<file path="src/rtl/rq_pkg.sv">
// Shared types for the bus requester.
// Assumes: four request levels; the state encoding is private to the block.
package rq_pkg;

    typedef enum logic [1:0] {
        ST_IDLE = 2'd0,
        ST_REQ  = 2'd1,
        ST_OWN  = 2'd2,
        ST_COOL = 2'd3
    } rq_state_e;

    // Release mode codes for the streaming policy.
    localparam logic [1:0] REL_TMR_AND_REQ = 2'd0;
    localparam logic [1:0] REL_TMR         = 2'd1;
    localparam logic [1:0] REL_REQ         = 2'd2;
    localparam logic [1:0] REL_TMR_OR_REQ  = 2'd3;

endpackage

</file>
<file path="src/rtl/rq_level_track.sv">
// Holds the level the requester currently asks on.
// Resets to the top level and adopts the programmed level only on the
// acquisition pulse, so changes made at other times are deferred.
module rq_level_track #(
    parameter int NUM_LEVELS = 4,
    localparam int LVL_W     = $clog2(NUM_LEVELS)
) (
    input  logic             clk,
    input  logic             rst_n,
    input  logic             take,
    input  logic [LVL_W-1:0] cfg_level,
    output logic [LVL_W-1:0] active_level
);

    localparam logic [LVL_W-1:0] TOP_LEVEL = LVL_W'(NUM_LEVELS - 1);

    // Latch the programmed level at the start of each ownership.
    always_ff @(posedge clk) begin
        if (!rst_n) begin
            active_level <= TOP_LEVEL;
        end else if (take) begin
            active_level <= cfg_level;
        end
    end

endmodule

</file>
<file path="src/rtl/rq_req_drive.sv">
// Turns the active level into a one-hot request vector and reports whether
// the line of that level is currently busy (used by fair mode).
// Assumes bus_req_in carries only the other requesters' lines.
module rq_req_drive #(
    parameter int NUM_LEVELS = 4,
    localparam int LVL_W     = $clog2(NUM_LEVELS)
) (
    input  logic                  enable,
    input  logic [LVL_W-1:0]      level,
    input  logic [NUM_LEVELS-1:0] bus_req_in,
    output logic [NUM_LEVELS-1:0] req_vec,
    output logic                  level_busy
);

    // One decoder bit per level.
    for (genvar g = 0; g < NUM_LEVELS; g++) begin : g_lvl
        assign req_vec[g] = enable && (level == LVL_W'(g));
    end

    // Line of the selected level, seen by fair mode.
    assign level_busy = bus_req_in[level];

endmodule

</file>
<file path="src/rtl/rq_release_policy.sv">
// Decides whether an owning requester gives up the bus this cycle.
// Assumes the caller only acts on the result while owning; the decision
// is always suppressed by hold and away from a cycle boundary.
module rq_release_policy
    import rq_pkg::*;
(
    input  logic       policy_en,
    input  logic [1:0] rel_mode,
    input  logic       rel_done,
    input  logic       hold,
    input  logic       boundary,
    input  logic       want,
    input  logic       timer_exp,
    input  logic       fifo_stop,
    input  logic       others_any,
    output logic       release_now
);

    logic mode_hit;

    // Evaluate the selected streaming release mode.
    always_comb begin
        unique case (rel_mode)
            REL_TMR_AND_REQ: mode_hit = timer_exp && others_any;
            REL_TMR:         mode_hit = timer_exp;
            REL_REQ:         mode_hit = others_any;
            default:         mode_hit = timer_exp || others_any;
        endcase
    end

    // Combine family, boundary and hold into the final release decision.
    always_comb begin
        release_now = 1'b0;
        if (!hold && boundary) begin
            if (policy_en) begin
                release_now = !want || fifo_stop || mode_hit;
            end else begin
                release_now = rel_done ? !want : others_any;
            end
        end
    end

endmodule

</file>
<file path="src/rtl/bus_requester.sv">
// Backplane bus requester: requests on a latched level, owns the bus after
// a grant, releases under a programmable policy at cycle boundaries, and
// idles one cycle after every release.
// Assumes grant_in is addressed to this requester and that no transfer
// cycle is in flight while want is low.
module bus_requester
    import rq_pkg::*;
#(
    parameter int NUM_LEVELS = 4,
    localparam int LVL_W     = $clog2(NUM_LEVELS)
) (
    input  logic                  clk,
    input  logic                  rst_n,
    input  logic [LVL_W-1:0]      cfg_level,
    input  logic                  cfg_fair,
    input  logic                  cfg_hold,
    input  logic                  cfg_policy_en,
    input  logic [1:0]            cfg_rel_mode,
    input  logic                  cfg_rel_done,
    input  logic                  want,
    input  logic                  cyc_done,
    input  logic                  timer_exp,
    input  logic                  fifo_stop,
    input  logic [NUM_LEVELS-1:0] bus_req_in,
    input  logic                  grant_in,
    output logic [NUM_LEVELS-1:0] req_out,
    output logic                  bus_busy,
    output logic                  held
);

    rq_state_e        state_q, state_n;
    logic [LVL_W-1:0] active_level;
    logic             take;
    logic             level_busy;
    logic             release_now;
    logic             demand;
    logic             boundary;
    logic             held_q;

    assign demand   = want || cfg_hold;
    assign boundary = cyc_done || !want;
    assign take     = (state_q == ST_REQ) && grant_in;

    rq_level_track #(.NUM_LEVELS(NUM_LEVELS)) u_level (
        .clk          (clk),
        .rst_n        (rst_n),
        .take         (take),
        .cfg_level    (cfg_level),
        .active_level (active_level)
    );

    rq_req_drive #(.NUM_LEVELS(NUM_LEVELS)) u_drive (
        .enable     (state_q == ST_REQ),
        .level      (active_level),
        .bus_req_in (bus_req_in),
        .req_vec    (req_out),
        .level_busy (level_busy)
    );

    rq_release_policy u_policy (
        .policy_en   (cfg_policy_en),
        .rel_mode    (cfg_rel_mode),
        .rel_done    (cfg_rel_done),
        .hold        (cfg_hold),
        .boundary    (boundary),
        .want        (want),
        .timer_exp   (timer_exp),
        .fifo_stop   (fifo_stop),
        .others_any  (|bus_req_in),
        .release_now (release_now)
    );

    // Next-state decision for the request/own/cool-down sequence.
    always_comb begin
        state_n = state_q;
        unique case (state_q)
            ST_IDLE: if (demand && !(cfg_fair && level_busy)) state_n = ST_REQ;
            ST_REQ: begin
                if (grant_in)     state_n = ST_OWN;
                else if (!demand) state_n = ST_IDLE;
            end
            ST_OWN:  if (release_now) state_n = ST_COOL;
            default: state_n = ST_IDLE;
        endcase
    end

    // State register and acquired flag.
    always_ff @(posedge clk) begin
        if (!rst_n) begin
            state_q <= ST_IDLE;
            held_q  <= 1'b0;
        end else begin
            state_q <= state_n;
            held_q  <= cfg_hold && (state_n == ST_OWN);
        end
    end

    assign bus_busy = (state_q == ST_OWN);
    assign held     = held_q;

endmodule

</file>
<file path="config.mk">
export PLATFORM = sky130hd
export DESIGN_NAME = bus_requester
export DESIGN_NICKNAME = d
export VERILOG_FILES = /design/src/rtl/rq_pkg.sv /design/src/rtl/rq_level_track.sv /design/src/rtl/rq_req_drive.sv /design/src/rtl/rq_release_policy.sv /design/src/rtl/bus_requester.sv
export SDC_FILE = /design/constraint.sdc
export NUM_CORES = 1
export LEC_CHECK = 0
export BUFFER_PORTS_ARGS = -buffer_cell sky130_fd_sc_hd__buf_2
export CAP_MARGIN = 20
export CORE_AREA = 2 2 39 41
export CTS_BUF_LIST = sky130_fd_sc_hd__clkbuf_4 sky130_fd_sc_hd__clkbuf_8 sky130_fd_sc_hd__clkbuf_16
export CTS_CLUSTER_SIZE = 30
export DETAILED_ROUTE_END_ITERATION = 8
export DIE_AREA = 0 0 41 43
export PLACE_DENSITY = 0.52
export SLEW_MARGIN = 25
export SYNTH_ARGS = -nofsm -noshare
export SYNTH_HDL_FRONTEND = slang
export SYNTH_SLANG_ARGS = --single-unit
</file>
<file path="constraint.sdc">
create_clock -name clk -period 1.97 [get_ports clk]
set_clock_uncertainty 0.15 [all_clocks]
set_input_delay 0.2955 -clock clk [delete_from_list [all_inputs] [get_ports clk]]
set_output_delay 0.2955 -clock clk [all_outputs]
set_load 0.05 [all_outputs]
</file>
==> Word level (Yosys, flattened, before mapping) <==
Index checks and enable logic that the tools add are counted.
{ "op_classes": {"order_cmp": 1, "eq_ne": 8, "mux": 11, "reduce_logical": 22} }
{ "op_table": {"columns": ["operator", "n"], "rows": [
  ["2-bit == test (second input constant)", 5],
  ["1-bit logical AND", 10],
  ["2-bit 2-to-1 mux", 4],
  ["2-bit by 1-bit == test with 1-bit output (second input constant)", 3],
  ["2-bit zero test", 3],
  ["2-bit one-hot mux with 3 select lines", 1],
  ["1-bit logical OR", 5],
  ["1-bit 2-to-1 mux", 4],
  ["4-bit OR reduction", 1],
  ["1-bit zero test", 3],
  ["2-bit by 3-bit < comparator with 1-bit output (second input constant)", 1],
  ["1-bit one-hot mux with 3 select lines", 1],
  ["1-bit binary-select mux with 2-bit select", 1]
]} }
{ "totals": {"reg_bits": 5, "inputBits": 19, "output_inout_bits": 6, "word_cells": 45} }

==> Longest topological paths before layout <==
{ "depth": {"word_depth": 10, "depth_mapped": 4, "ltp_nobuf": 4} }

==> Cells and area by module <==
A second synthesis with hierarchy kept.
{ "unflattened": {"hier_cells": 36, "hier_area_um2": 334.1} }
{ "modules_own_cells": {"columns": ["module", "instances", "cells_each", "area_each_um2", "seq_area_each_um2"], "rows": [
  ["bus_requester", 1, 17, 163.9, 60.1],
  ["rq_level_track", 1, 6, 67.6, 40.0],
  ["rq_req_drive", 1, 5, 57.6, 0.0],
  ["rq_release_policy", 1, 8, 45.0, 0.0]
]} }

==> Worst setup path after synthesis <==
No wires, ideal clock.
{ "synth_timing": {"path_kind": "register -> output", "from": "register u_level.active_level[0]", "to": "output req_out[0]", "arrival_time_ns": 1.891, "required_time_ns": 1.525, "slack_ns": -0.367, "stages_incl_launch_ff": 2, "path_buffers": 0, "cell_sequence": "dfxtp_1 > nor4_1"} }
{ "synth_via": {"elab_chain_len": 2} }
{ "synth_rtl": {"columns": ["item", "line", "rtl"], "rows": [
  ["from (decl)", "rq_level_track.sv:12", "output logic [LVL_W-1:0] active_level"],
  ["from (signal assigned)", "rq_level_track.sv:22", "active_level <= cfg_level;"],
  ["2-bit zero test", "rq_req_drive.sv:17", "assign req_vec[g] = enable && (level == LVL_W'(g));"],
  ["1-bit logical AND", "rq_req_drive.sv:17", null],
  ["to (decl)", "bus_requester.sv:26", "output logic [NUM_LEVELS-1:0] req_out,"]
]} }
Every way passes these cells.

==> Final worst setup path <==
{ "layout_timing": {"from": "register state_q[1]", "to": "output bus_busy"} }
{ "layout_via": {"elab_chain_len": 1} }
{ "layout_rtl": {"columns": ["item", "line", "rtl"], "rows": [
  ["from (decl)", "bus_requester.sv:31", "rq_state_e state_q, state_n;"],
  ["from (signal assigned)", "bus_requester.sv:93", "state_q <= state_n;"],
  ["2-bit == test", "bus_requester.sv:98", "assign bus_busy = (state_q == ST_OWN);"],
  ["to (decl)", "bus_requester.sv:27", "output logic bus_busy,"]
]} }
Every way passes these cells.

==> summary.md <==
| Metric | Value |
|---|---|
| Non-filler instance count after layout | `82` |
| Final Max Tran Viols | `0` |
| Post-CTS setup buffers | `0` |
| CTS tree | `built` |
| DRT Pass-1 Iters | `4` |
| Crit path required time | `1520 ps` |
| Sequential share of power | `35.2%` |
| Worst Path Max Fanout | `6` |
| Commonest cells after routing, fill and taps aside | `buf_2, nand2_1, dfxtp_1` |
| N_diodes | `0` |
| Total GRT Usage | `10.9%` |
| Ports | `25` |
| PortBufs | `24` |
| Syn Nets | `57` |
| # setup viols final | `0` |
| Period utilization | `85.9%` |
| Slew headroom | `83.3%` |
| Worst min path class | `primary input to flop` |
| Routability cong. | `0.705` |
| Layout cells sized above 1 | `47.0%` |
| Post-synthesis sequential area ratio | `32.8%` |
| Layout area overhead | `57.8%` |
| Avg Cell Area, Syn | `8.03 um2` |
| Final wirelength | `856 um` |
| Internal power | `236 uW` |
| Static Leak | `0.248 nW` |
| Initial antenna violation count | `0` |
| Syn Std Cell Area | `305 um2` |
| Worst Tran Pin Value | `252 ps` |
| Power Dens Cells | `708 mW/mm2` |
| Setup crit end kind | `primary output` |
| Post-route worst setup slack | `278 ps` |
| Sw Share | `30.8%` |
| Max Cap Viol | `0` |
| Cells after Synth | `38` |
| RSZ-0062 raised after global routing | `no` |
| Total congestion overflow | `0` |
| Power share of the clock group | `39.4%` |
| Post-DRT Antenna Nets | `0` |
| Rows | `14` |
| Comb pwr share | `25.4%` |
| Post-Place Worst Slack | `235 ps` |
| Clk sink count | `5` |
| Vias in the first global route | `346` |
| Drt via density | `4.73` |
| DRC viols | `0` |
| Num CTS Buffers | `3` |
| Via count of the routed design | `388` |
| Die area | `0.00176 mm2` |
| Clk buf depth | `2` |
| Area of the core | `0.00138 mm2` |
| Switching pwr | `105 uW` |
| Synth Register Bits | `5` |
| Yosys cell types | `20` |
| Synth Warn # | `0` |
| Peak VDD IR | `0.312 mV` |
| Status | `complete, no violations` |
| CTS Root Cell | `clkbuf_4` |
| Fmax | `591 MHz` |
| Initial Utilization | `22.1%` |
| Critical Path Start Type | `flop` |
| Worst endpoint data arrival time | `1250 ps` |
| Placed cell count | `78` |
| Clk slew on worst S/H paths | `50 ps` |
| H-tree depth | `1` |
| DRT iter0 DRCs | `7` |
| Die Width | `41 um` |
| Max incr delay on CP | `420 ps` |
| Layout Nets | `86` |
| Slowest cell on crit path | `dfxtp_1` |
| Final Hold Fails | `0` |
| Clock latency on the worst-skew pair | `240 ps` |
| Largest net degree at the start of global routing | `7` |
| Fill cells | `158` |
| Height of the die | `43 um` |
| Wire per inst | `10.4 um` |
| HPWL Detailed | `713 um` |
| Crit-path cells | `inv_1, nor2_1, buf_2` |
| TNS Setup | `0 ps` |
| First-pass GRT wire length | `1290 um` |
| Commonest non-fill, non-tap cell in the layout | `buf_2` |
| Cts hold-fix bufs | `0` |
| Cts repair resizes | `0` |
| Crit Path Category | `flop to primary output` |
| Fin crit period | `1690 ps` |
## path summary, 6_finish.rpt
| check | start | to | slack (ps) | cells past startpoint |
|---|---|---|---|---|
| hold / removal | cfg_level[1] | u_level.active_level[1]$_SDFFE_PN1P_ | 100 | 3 |
| setup / recovery | state_q[1]$_SDFF_PN0_ | bus_busy | 280 | 3 |
| hold reg to reg | u_level.active_level[1]$_SDFFE_PN1P_ | u_level.active_level[1]$_SDFFE_PN1P_ | 440 | 2 |
| setup reg to reg | u_level.active_level[0]$_SDFFE_PN1P_ | state_q[0]$_SDFF_PN0_ | 470 | 3 |
## registers in the layout (all words and copies together) (netlist names)
name / cells
held: 1
state_q: 2
u_level.active_level: 2
## cell families (layout without fill, tap and decap cells)
family / Yosys count / count (layout) / synth area share (%)
AO/OA/AOI/OAI: 10 / 10 / 23.0
flip-flops: 5 / 5 / 32.8
multiplexers: 1 / 1 / 8.61
buffers and inverters: 3 / 31 / 3.69
AND/OR/NAND/NOR: 19 / 19 / 32.0
## power by group through the flow
stage          Sequential [mW]  Clock, mW  Combinational (mW)
3_3_place_gp             0.122          0              0.0867
6_report                 0.120      0.134              0.0867
2_1_floorplan            0.122          0              0.0525
3_5_place_dp             0.122          0              0.0870
5_1_grt                  0.122      0.143              0.0951
4_1_cts                  0.120      0.138              0.0876
## per-layer routing
layer  GRT usage (%)  wire [um]
met5               0          0
met4            8.00          0
met3            3.14         72
met2            15.6        385
met1            12.9        398
## cell type report
type                       instances  area (um2)  area share (%)
clock buffer                       4        30.0            6.23
inverter                           3        11.3            2.34
multi-input combinational         30         200            41.6
sequential                         5         100            20.8
tap                               16        20.0            4.16
timing repair buffer              24         120            24.9
## through the flow
| step | util [%] | cell area [um2] | hold slack (ps) | power (mW) |
|---|---|---|---|---|
| floorplan | - | 312 | 217 | 0.174 |
| global placement | 32.6 | 452 | 356 | 0.208 |
| detailed placement | 32.6 | 452 | 362 | 0.209 |
| CTS | 34.8 | 482 | 106 | 0.345 |
| global route | 34.8 | 482 | 121 | 0.360 |
| finish | 34.8 | 482 | 105 | 0.341 |
## critical path: cells and delay by family (launching register included)
kind / cells / cell delay (ps)
buffers and inverters: 2 / 380
flip-flops: 1 / 420
AND/OR/NAND/NOR: 1 / 200
## cells in the mapped netlist
master	number	area (um2)
nand2_1	6	22.5
dfxtp_1	5	100
nor2_1	4	15.0
o21ai_0	4	20.0
inv_1	3	11.3
nand3_1	2	10.0
a211oi_2	1	12.5
a21oi_1	1	5.00
a31oi_1	1	6.26
a41o_1	1	10.0
and2_1	1	6.26
and3_1	1	6.26
and3b_1	1	8.76
mux4_1	1	26.3
nor2b_1	1	6.26
nor3_1	1	5.00
nor4_1	1	6.26
o2111ai_1	1	8.76
o21a_1	1	7.51
or4_4	1	11.3
No activity file was read; power rests on OpenSTA's default activity.
